<file path="src/rtl/atom_guard_pkg.sv">
package atom_guard_pkg;

  typedef enum logic [2:0] {
    AG_IDLE    = 3'd0,
    AG_COLLECT = 3'd1,
    AG_GUARD   = 3'd2,
    AG_DRAIN   = 3'd3,
    AG_FIN     = 3'd4,
    AG_FAIL    = 3'd5
  } ag_state_e;

  typedef enum logic [2:0] {
    EC_NONE      = 3'd0,
    EC_INTERFERE = 3'd1,
    EC_LINE_OVF  = 3'd2,
    EC_UNREG_ST  = 3'd3,
    EC_STORE_OVF = 3'd4
  } ag_err_e;

  // a snooper wins only when it strictly outranks the event
  function automatic logic snoop_outranks(input logic [15:0] snp, input logic [15:0] ev);
    return snp > ev;
  endfunction

  // the first recorded reason is kept for the whole event
  function automatic ag_err_e keep_first(input ag_err_e cur, input logic hit, input ag_err_e cand);
    return (cur == EC_NONE && hit) ? cand : cur;
  endfunction

endpackage

</file>
<file path="src/rtl/ag_line_table.sv">
module ag_line_table #(
  parameter int LINES = 8,
  parameter int TW    = 26,
  localparam int CW   = $clog2(LINES + 1)
) (
  input  logic          clk,
  input  logic          rst_n,
  input  logic          clr,
  input  logic          add_en,
  input  logic [TW-1:0] add_tag,
  input  logic [TW-1:0] snp_tag,
  input  logic [TW-1:0] st_tag,
  output logic          add_dup,
  output logic          tbl_full,
  output logic          snp_hit,
  output logic          st_hit,
  output logic [CW-1:0] count
);

  logic [LINES-1:0] add_m;
  logic [LINES-1:0] snp_m;
  logic [LINES-1:0] st_m;

  for (genvar g = 0; g < LINES; g++) begin : g_ent
    logic          v_q;
    logic [TW-1:0] t_q;

    always_ff @(posedge clk or negedge rst_n) begin
      if (!rst_n) begin
        v_q <= 1'b0;
        t_q <= '0;
      end else if (clr) begin
        v_q <= 1'b0;
      end else if (add_en && count == CW'(g)) begin
        v_q <= 1'b1;
        t_q <= add_tag;
      end
    end

    assign add_m[g] = v_q && (t_q == add_tag);
    assign snp_m[g] = v_q && (t_q == snp_tag);
    assign st_m[g]  = v_q && (t_q == st_tag);
  end

  always_ff @(posedge clk or negedge rst_n) begin
    if (!rst_n)      count <= '0;
    else if (clr)    count <= '0;
    else if (add_en) count <= count + CW'(1);
  end

  assign add_dup  = |add_m;
  assign snp_hit  = |snp_m;
  assign st_hit   = |st_m;
  assign tbl_full = (count == CW'(LINES));

endmodule

</file>
<file path="src/rtl/ag_store_q.sv">
module ag_store_q #(
  parameter int DEPTH = 8,
  parameter int AW    = 32,
  parameter int DW    = 32,
  localparam int CW   = $clog2(DEPTH + 1),
  localparam int IW   = (DEPTH > 1) ? $clog2(DEPTH) : 1
) (
  input  logic          clk,
  input  logic          rst_n,
  input  logic          clr,
  input  logic          push,
  input  logic [AW-1:0] push_addr,
  input  logic [DW-1:0] push_data,
  input  logic          pop,
  output logic          full,
  output logic          empty,
  output logic          last,
  output logic [AW-1:0] head_addr,
  output logic [DW-1:0] head_data
);

  logic [AW-1:0] addr_mem [DEPTH];
  logic [DW-1:0] data_mem [DEPTH];
  logic [CW-1:0] wr_ptr;
  logic [CW-1:0] rd_ptr;

  always_ff @(posedge clk) begin
    if (push) begin
      addr_mem[wr_ptr[IW-1:0]] <= push_addr;
      data_mem[wr_ptr[IW-1:0]] <= push_data;
    end
  end

  always_ff @(posedge clk or negedge rst_n) begin
    if (!rst_n) begin
      wr_ptr <= '0;
      rd_ptr <= '0;
    end else if (clr) begin
      wr_ptr <= '0;
      rd_ptr <= '0;
    end else begin
      if (push) wr_ptr <= wr_ptr + CW'(1);
      if (pop)  rd_ptr <= rd_ptr + CW'(1);
    end
  end

  assign full      = (wr_ptr == CW'(DEPTH));
  assign empty     = (rd_ptr == wr_ptr);
  assign last      = (CW'(rd_ptr + CW'(1)) == wr_ptr);
  assign head_addr = addr_mem[rd_ptr[IW-1:0]];
  assign head_data = data_mem[rd_ptr[IW-1:0]];

endmodule

</file>
<file path="src/rtl/ag_ctrl.sv">
module ag_ctrl
  import atom_guard_pkg::*;
#(
  parameter int PW = 4
) (
  input  logic          clk,
  input  logic          rst_n,
  input  logic [PW-1:0] ev_pri,
  input  logic          reg_valid,
  input  logic          qry_valid,
  input  logic          st_valid,
  input  logic          end_valid,
  input  logic          snp_valid,
  input  logic [PW-1:0] snp_pri,
  input  logic          snp_hit,
  input  logic          st_hit,
  input  logic          add_dup,
  input  logic          tbl_full,
  input  logic          sq_full,
  input  logic          sq_empty,
  input  logic          sq_last,
  output logic          add_en,
  output logic          push,
  output logic          pop,
  output logic          clr,
  output logic          qry_accept,
  output logic          qry_rsp_valid,
  output logic          qry_kill,
  output logic          snp_rsp_valid,
  output logic          snp_rsp_nak,
  output logic          wr_valid,
  output logic          done,
  output logic          fail_valid,
  output logic [2:0]    fail_code,
  output logic          guard_win,
  output logic          drain_win,
  output logic [PW-1:0] ev_pri_q
);

  ag_state_e state_q, state_d;
  ag_err_e   err_q, err_d;
  logic      kill_q, kill_d;
  logic      reg_accept, st_accept, end_accept;
  logic      line_ovf, st_unreg, st_ovf;
  logic      snp_part, outranks, pre_kill, guard_kill, nak_d;

  always_comb begin
    guard_win  = (state_q == AG_GUARD);
    drain_win  = (state_q == AG_DRAIN);
    reg_accept = reg_valid && (state_q == AG_IDLE || state_q == AG_COLLECT);
    qry_accept = qry_valid && (state_q == AG_COLLECT);
    st_accept  = st_valid && guard_win;
    end_accept = end_valid && guard_win;

    add_en   = reg_accept && !add_dup && !tbl_full;
    line_ovf = reg_accept && !add_dup && tbl_full;
    st_unreg = st_accept && !st_hit;
    st_ovf   = st_accept && st_hit && sq_full;
    push     = st_accept && st_hit && !sq_full;
    pop      = drain_win;
    clr      = (state_q == AG_FIN) || (state_q == AG_FAIL);

    snp_part   = snp_valid && snp_hit;
    outranks   = snoop_outranks(16'(snp_pri), 16'(ev_pri_q));
    pre_kill   = snp_part && (state_q == AG_COLLECT);
    guard_kill = snp_part && guard_win && outranks;
    nak_d      = snp_part && ((guard_win && !outranks) || drain_win);

    kill_d = kill_q || pre_kill || guard_kill;
    err_d  = keep_first(err_q, pre_kill || guard_kill, EC_INTERFERE);
    err_d  = keep_first(err_d, line_ovf, EC_LINE_OVF);
    err_d  = keep_first(err_d, st_unreg, EC_UNREG_ST);
    err_d  = keep_first(err_d, st_ovf, EC_STORE_OVF);
  end

  always_comb begin
    state_d = state_q;
    unique case (state_q)
      AG_IDLE:    if (reg_accept) state_d = AG_COLLECT;
      AG_COLLECT: if (qry_accept) state_d = AG_GUARD;
      AG_GUARD: begin
        if (end_accept) begin
          if (err_d != EC_NONE)       state_d = AG_FAIL;
          else if (sq_empty && !push) state_d = AG_FIN;
          else                        state_d = AG_DRAIN;
        end
      end
      AG_DRAIN:   if (sq_last) state_d = AG_FIN;
      AG_FIN:     state_d = AG_IDLE;
      AG_FAIL:    state_d = AG_IDLE;
      default:    state_d = AG_IDLE;
    endcase
  end

  always_ff @(posedge clk or negedge rst_n) begin
    if (!rst_n) begin
      state_q  <= AG_IDLE;
      err_q    <= EC_NONE;
      kill_q   <= 1'b0;
      ev_pri_q <= '0;
    end else begin
      state_q <= state_d;
      if (clr) begin
        err_q  <= EC_NONE;
        kill_q <= 1'b0;
      end else begin
        err_q  <= err_d;
        kill_q <= kill_d;
      end
      if (state_q == AG_IDLE && reg_accept) ev_pri_q <= ev_pri;
    end
  end

  always_ff @(posedge clk or negedge rst_n) begin
    if (!rst_n) begin
      qry_rsp_valid <= 1'b0;
      qry_kill      <= 1'b0;
      snp_rsp_valid <= 1'b0;
      snp_rsp_nak   <= 1'b0;
    end else begin
      qry_rsp_valid <= qry_accept;
      qry_kill      <= qry_accept && kill_d;
      snp_rsp_valid <= snp_valid;
      snp_rsp_nak   <= nak_d;
    end
  end

  assign wr_valid   = drain_win;
  assign done       = (state_q == AG_FIN);
  assign fail_valid = (state_q == AG_FAIL);
  assign fail_code  = (state_q == AG_FAIL) ? 3'(err_q) : 3'(EC_NONE);

endmodule

</file>
<file path="src/rtl/atom_guard.sv">
module atom_guard #(
  parameter int LINES    = 8,
  parameter int SQ_DEPTH = 8,
  parameter int AW       = 32,
  parameter int DW       = 32,
  parameter int LINE_OFS = 6,
  parameter int PW       = 4,
  localparam int TW      = AW - LINE_OFS,
  localparam int LCW     = $clog2(LINES + 1)
) (
  input  logic          clk,
  input  logic          rst_n,
  input  logic [PW-1:0] ev_pri,
  input  logic          reg_valid,
  input  logic [TW-1:0] reg_line,
  input  logic          qry_valid,
  output logic          qry_rsp_valid,
  output logic          qry_kill,
  input  logic          st_valid,
  input  logic [AW-1:0] st_addr,
  input  logic [DW-1:0] st_data,
  input  logic          end_valid,
  input  logic          snp_valid,
  input  logic [TW-1:0] snp_line,
  input  logic [PW-1:0] snp_pri,
  output logic          snp_rsp_valid,
  output logic          snp_rsp_nak,
  output logic          wr_valid,
  output logic [AW-1:0] wr_addr,
  output logic [DW-1:0] wr_data,
  output logic          done,
  output logic          fail_valid,
  output logic [2:0]    fail_code
);

  function automatic logic [TW-1:0] line_of(input logic [AW-1:0] a);
    return a[AW-1:LINE_OFS];
  endfunction

  // named internal events, also observed by the bound checker
  logic           add_en, add_dup, tbl_full, snp_hit, st_hit;
  logic           push, pop, clr, sq_full, sq_empty, sq_last;
  logic           qry_accept, guard_win, drain_win;
  logic [LCW-1:0] line_cnt;
  logic [PW-1:0]  ev_pri_q;
  logic [TW-1:0]  st_line;

  assign st_line = line_of(st_addr);

  ag_line_table #(.LINES(LINES), .TW(TW)) u_lines (
    .clk      (clk),
    .rst_n    (rst_n),
    .clr      (clr),
    .add_en   (add_en),
    .add_tag  (reg_line),
    .snp_tag  (snp_line),
    .st_tag   (st_line),
    .add_dup  (add_dup),
    .tbl_full (tbl_full),
    .snp_hit  (snp_hit),
    .st_hit   (st_hit),
    .count    (line_cnt)
  );

  ag_store_q #(.DEPTH(SQ_DEPTH), .AW(AW), .DW(DW)) u_sq (
    .clk       (clk),
    .rst_n     (rst_n),
    .clr       (clr),
    .push      (push),
    .push_addr (st_addr),
    .push_data (st_data),
    .pop       (pop),
    .full      (sq_full),
    .empty     (sq_empty),
    .last      (sq_last),
    .head_addr (wr_addr),
    .head_data (wr_data)
  );

  ag_ctrl #(.PW(PW)) u_ctrl (
    .clk           (clk),
    .rst_n         (rst_n),
    .ev_pri        (ev_pri),
    .reg_valid     (reg_valid),
    .qry_valid     (qry_valid),
    .st_valid      (st_valid),
    .end_valid     (end_valid),
    .snp_valid     (snp_valid),
    .snp_pri       (snp_pri),
    .snp_hit       (snp_hit),
    .st_hit        (st_hit),
    .add_dup       (add_dup),
    .tbl_full      (tbl_full),
    .sq_full       (sq_full),
    .sq_empty      (sq_empty),
    .sq_last       (sq_last),
    .add_en        (add_en),
    .push          (push),
    .pop           (pop),
    .clr           (clr),
    .qry_accept    (qry_accept),
    .qry_rsp_valid (qry_rsp_valid),
    .qry_kill      (qry_kill),
    .snp_rsp_valid (snp_rsp_valid),
    .snp_rsp_nak   (snp_rsp_nak),
    .wr_valid      (wr_valid),
    .done          (done),
    .fail_valid    (fail_valid),
    .fail_code     (fail_code),
    .guard_win     (guard_win),
    .drain_win     (drain_win),
    .ev_pri_q      (ev_pri_q)
  );

endmodule

</file>
<file path="config.mk">
export PLATFORM = sky130hd
export DESIGN_NAME = atom_guard
export DESIGN_NICKNAME = d
export VERILOG_FILES = /design/src/rtl/atom_guard_pkg.sv /design/src/rtl/ag_line_table.sv /design/src/rtl/ag_store_q.sv /design/src/rtl/ag_ctrl.sv /design/src/rtl/atom_guard.sv
export SDC_FILE = /design/constraint.sdc
export NUM_CORES = 2
export LEC_CHECK = 0
export BUFFER_PORTS_ARGS = -buffer_cell sky130_fd_sc_hd__buf_2
export CORE_UTILIZATION = 60
export CTS_CLUSTER_DIAMETER = 60
export DETAILED_ROUTE_END_ITERATION = 12
export MAX_ROUTING_LAYER = met4
export PLACE_DENSITY = 0.79
export SYNTH_ARGS = -nofsm -noshare
export SYNTH_HDL_FRONTEND = slang
export SYNTH_SLANG_ARGS = --single-unit
</file>
<file path="constraint.sdc">
create_clock -name clk -period 24.8 [get_ports clk]
set_input_delay 1.24 -clock clk [delete_from_list [all_inputs] [get_ports clk]]
set_output_delay 1.24 -clock clk [all_outputs]
set_load 0.1 [all_outputs]
</file>
==> results.py <==
metrics = {
    "setup_path": {
        "critPathLaunch": "u_sq.rd_ptr[0]",
        "cp-endpoint": "wr_data[25]",
        "r2r_start": "u_lines.g_ent[1].t_q[14]",
        "worstPathMaxFanout": 49,
        "path_cells": "buf_4 -> buf_4 -> mux4_2 -> mux2_2 -> buf_2",
        "reg2reg_depth": 9,
        "cp_common_cell": "buf_4",
        "path_class": "reg2out",
        "arrival_ns": 4.64,
        "cp-start-kind": "flip-flop",
        "cpLargestDelayFamily": "buffers and inverters",
        "worstSetupEndpointType": "output port",
        "regToRegSetupSlack_ns": 20.64,
        "path_depth": 5,
        "max_stage_delay_ns": 1.03,
        "rr_endpoint": "u_sq.addr_mem[5][12]",
        "worst-path-buf-inv": 3,
        "slowest_stage": "dfrtp_4",
        "worstPathRequired_ns": 23.56,
    },
    "placement": {
        "port_buffers": 204,
        "gp_congestion": 0.992,
        "place_worst_setup_slack_ns": 19.46,
        "dp_hpwl_mm": 67.7,
        "dpl-instance-area_um2": 38300,
    },
    "layout": {
        "final_layout_size_suffix_gt1_share_pct": 30.5,
        "fillers": 4149,
        "final_util_pct": 66.7,
        "final_area_um2": 41100,
        "area_growth_pct": 10.2,
        "layout.nets": 2639,
    },
    "power": {
        "peakVddDrop_mv": 0.0764,
        "power-per-cell-area_nw_per_um2": 122,
        "leakage_nw": 14.3,
        "pwr-share-comb_pct": 36.2,
        "power_switching_w": 0.00193,
        "p_clk_share_pct": 24.6,
        "swShare_pct": 38.5,
        "intPower_w": 0.00309,
        "finalPower_w": 0.00502,
        "p_seq_share_pct": 39.2,
    },
    "global_routing": {
        "grt_overflow": 0,
        "grt_max_degree": 130,
        "antenna_found_initial": 3,
        "grt_pass1_vias": 22300,
        "gr-usage-all-layers_pct": 36.3,
        "grt_pass1_wl_mm": 158,
    },
    "clocking": {
        "post-cts-setup-buffers": 0,
        "htreeDepth": 3,
        "clockBufferDepth": 3,
        "cts_made_buffers": 79,
        "clkLatencyLatePin_ns": 0.64,
        "ctsResizeCount": 0,
        "ctsHoldBuffers": 0,
        "clock-sinks": 755,
        "root_buffer": "clkbuf_16",
        "path_clk_slew_ns": 0.06,
        "cts_tree": "built",
    },
    "timing": {
        "min_period_ns": 5.88,
        "period_share_pct": 23.7,
        "fmax_ghz": 0.170,
        "slew-limit-headroom_pct": 30.6,
        "timing_hold_violations_final": 0,
        "fin_skew_ns": 0.0305,
        "worst_slew_pin_slew_ns": 1.04,
        "setup_viol": 0,
        "rsz0062_at_grt": "no",
        "final.setup.tns_ns": 0,
        "slew_violations": 0,
        "worst_slack_ns": 18.92,
    },
    "logic_synthesis": {
        "ys_types": 52,
        "synthFlopType": "edfxtp_1",
        "synth_edf_count": 512,
        "ys_warn_count": 0,
        "synth_top_area_share_pct": 41.3,
        "synthCells": 2353,
        "synth_area_leaders": "edfxtp_1 41%, dfrtp_1 16%, xnor2_1 13%",
        "syn_area_um2": 37300,
        "syn-mean-instance-area_um2": 15.8,
        "ys_seq_area_share_pct": 57.6,
        "synth_async_sr_flop_share_pct": 32.2,
        "yosysTopAreaCell": "edfxtp_1",
        "syn-num-nets": 2495,
        "synth-seq-cells": 755,
    },
    "floorplan": {
        "start_util_pct": 60.5,
        "core_area_um2": 61600,
        "rows": 91,
        "die_y_um": 251,
        "dieArea_um2": 63100,
        "die_w_um": 251,
        "top_level_ports": 205,
    },
    "run": {
        "cap_violations": 0,
    },
    "drt": {
        "drt_pass1_iterations": 7,
        "drc": 0,
        "final_antenna_net_count": 0,
        "vias_per_cell": 6.42,
        "drt_iter0_markers": 2126,
        "drt-total-wl_mm": 110,
        "routedWlPerCell_um": 32.3,
        "via_count": 21900,
    },
    "min_path": {
        "min_path_type": "reg2reg",
    },
    "outcome": {
        "status": "completed",
    },
}
==> Yosys cell counts (all sizes together) (20+ instances only) <==
cell type,number
clkbuf,33
edfxtp,512
xor2,73
buf,139
mux4,128
mux2,274
nor3,30
dfrtp,243
nand3,22
nor2,20
nand4,141
nand2,23
xnor2,561
nor4,39
==> worst min path at each step <==
stage	start	slack, ns	endpoint	cells past startpoint
floorplan	u_ctrl.err_q[0]	0.43	u_ctrl.err_q[1]	1
global placement	u_ctrl.err_q[0]	0.44	u_ctrl.err_q[1]	1
detailed placement	u_ctrl.err_q[0]	0.46	u_ctrl.err_q[1]	1
CTS	u_ctrl.err_q[0]	0.47	u_ctrl.err_q[1]	1
global route	u_ctrl.err_q[0]	0.52	u_ctrl.err_q[1]	1
finish	u_ctrl.err_q[0]	0.47	u_ctrl.err_q[1]	1
==> state kept, by name, indices dropped and copies added (netlist names), 3 cells and up <==
register,flops
u_ctrl.err_q,3
u_ctrl.ev_pri_q,4
u_ctrl.state_q,3
u_lines.count,4
u_lines.g_ent.t_q,208
u_lines.g_ent.v_q,8
u_sq.addr_mem,256
u_sq.data_mem,256
u_sq.rd_ptr,4
u_sq.wr_ptr,4
==> cell type report <==
type,count,area [um^2],area share [%]
diodes,5,12.5,0.0305
clock buffers,107,2330,5.67
clock inverters,39,433,1.05
inverters,16,61.3,0.149
multi-input cells,1410,14500,35.2
flip-flops and latches,755,21500,52.3
well taps,837,1050,2.55
repair buffers,235,1260,3.08
==> through the flow <==
step                      hold slack [ns]  std cells
final                               0.469       3404
after global routing                0.517       3402
after CTS                           0.473       3399
after detailed placement            0.465       3253
after global placement              0.437       3253
after floorplan                     0.430       2353
==> power by group through the flow <==
| stage | Combinational (W) | Clock, W | Sequential (W) |
|---|---|---|---|
| 3_3_place_gp | 0.00178 | 0 | 0.00198 |
| 6_report | 0.00182 | 0.00123 | 0.00197 |
| 3_5_place_dp | 0.00180 | 0 | 0.00198 |
| 5_1_grt | 0.00191 | 0.00130 | 0.00198 |
| 4_1_cts | 0.00182 | 0.00125 | 0.00195 |
| 2_1_floorplan | 0.00160 | 0 | 0.00179 |
==> metal layers <==
layer,part of all wire [%],global-route usage [%],vias up
met5,0,-,-
met1,40,47.4,11300
met4,4.7,15.8,0
met2,47,55.6,1188
li1,-,-,9009
met3,8.3,7.15,317
==> cells by family (layout without fill, tap and decap cells) <==
group	count (synthesis)	after routing	synth area share, %
buf+inv	188	397	3.77
fa+ha+maj	11	11	0.369
compound gates	57	57	1.04
mux	404	404	17.6
flops	755	755	57.6
simple gates	304	304	4.74
xor+xnor	634	634	14.9
other cells	0	5	0
==> cells in the final DEF, fill, tap and decap left out, types with 3 or more instances in the layout <==
master      synthesis  final
bufinv_16           0      5
a41oi_1             3      3
o21ai_0            10     10
buf_2              42    203
nand3_1            21     21
xnor2_1           560    560
nor2_1             20     19
nor4_1             39     37
clkinvlp_4          0      3
o21a_1              4      4
nor2b_1             5      5
nor3_2              2      4
diode_2             0      5
edfxtp_1          512    512
buf_4              51     31
a22oi_1             9      9
xor2_1             73     73
dfrtp_4             0      3
clkinv_8            0      3
nand4_1           140    140
clkinv_2            0     13
a21oi_1            11     11
a21o_1              8      8
nand2_1            23     23
mux2_2            122    122
and3_1             14     14
dfrtp_1           243    240
mux4_2            128    128
inv_1              16     15
clkbuf_16           0     85
nor3_1             28     26
clkbuf_1           32     10
clkinv_1            0      9
ha_1               11     11
clkbuf_8            1     12
mux2_4            152    152
No activity file was read; power rests on OpenSTA's default activity.
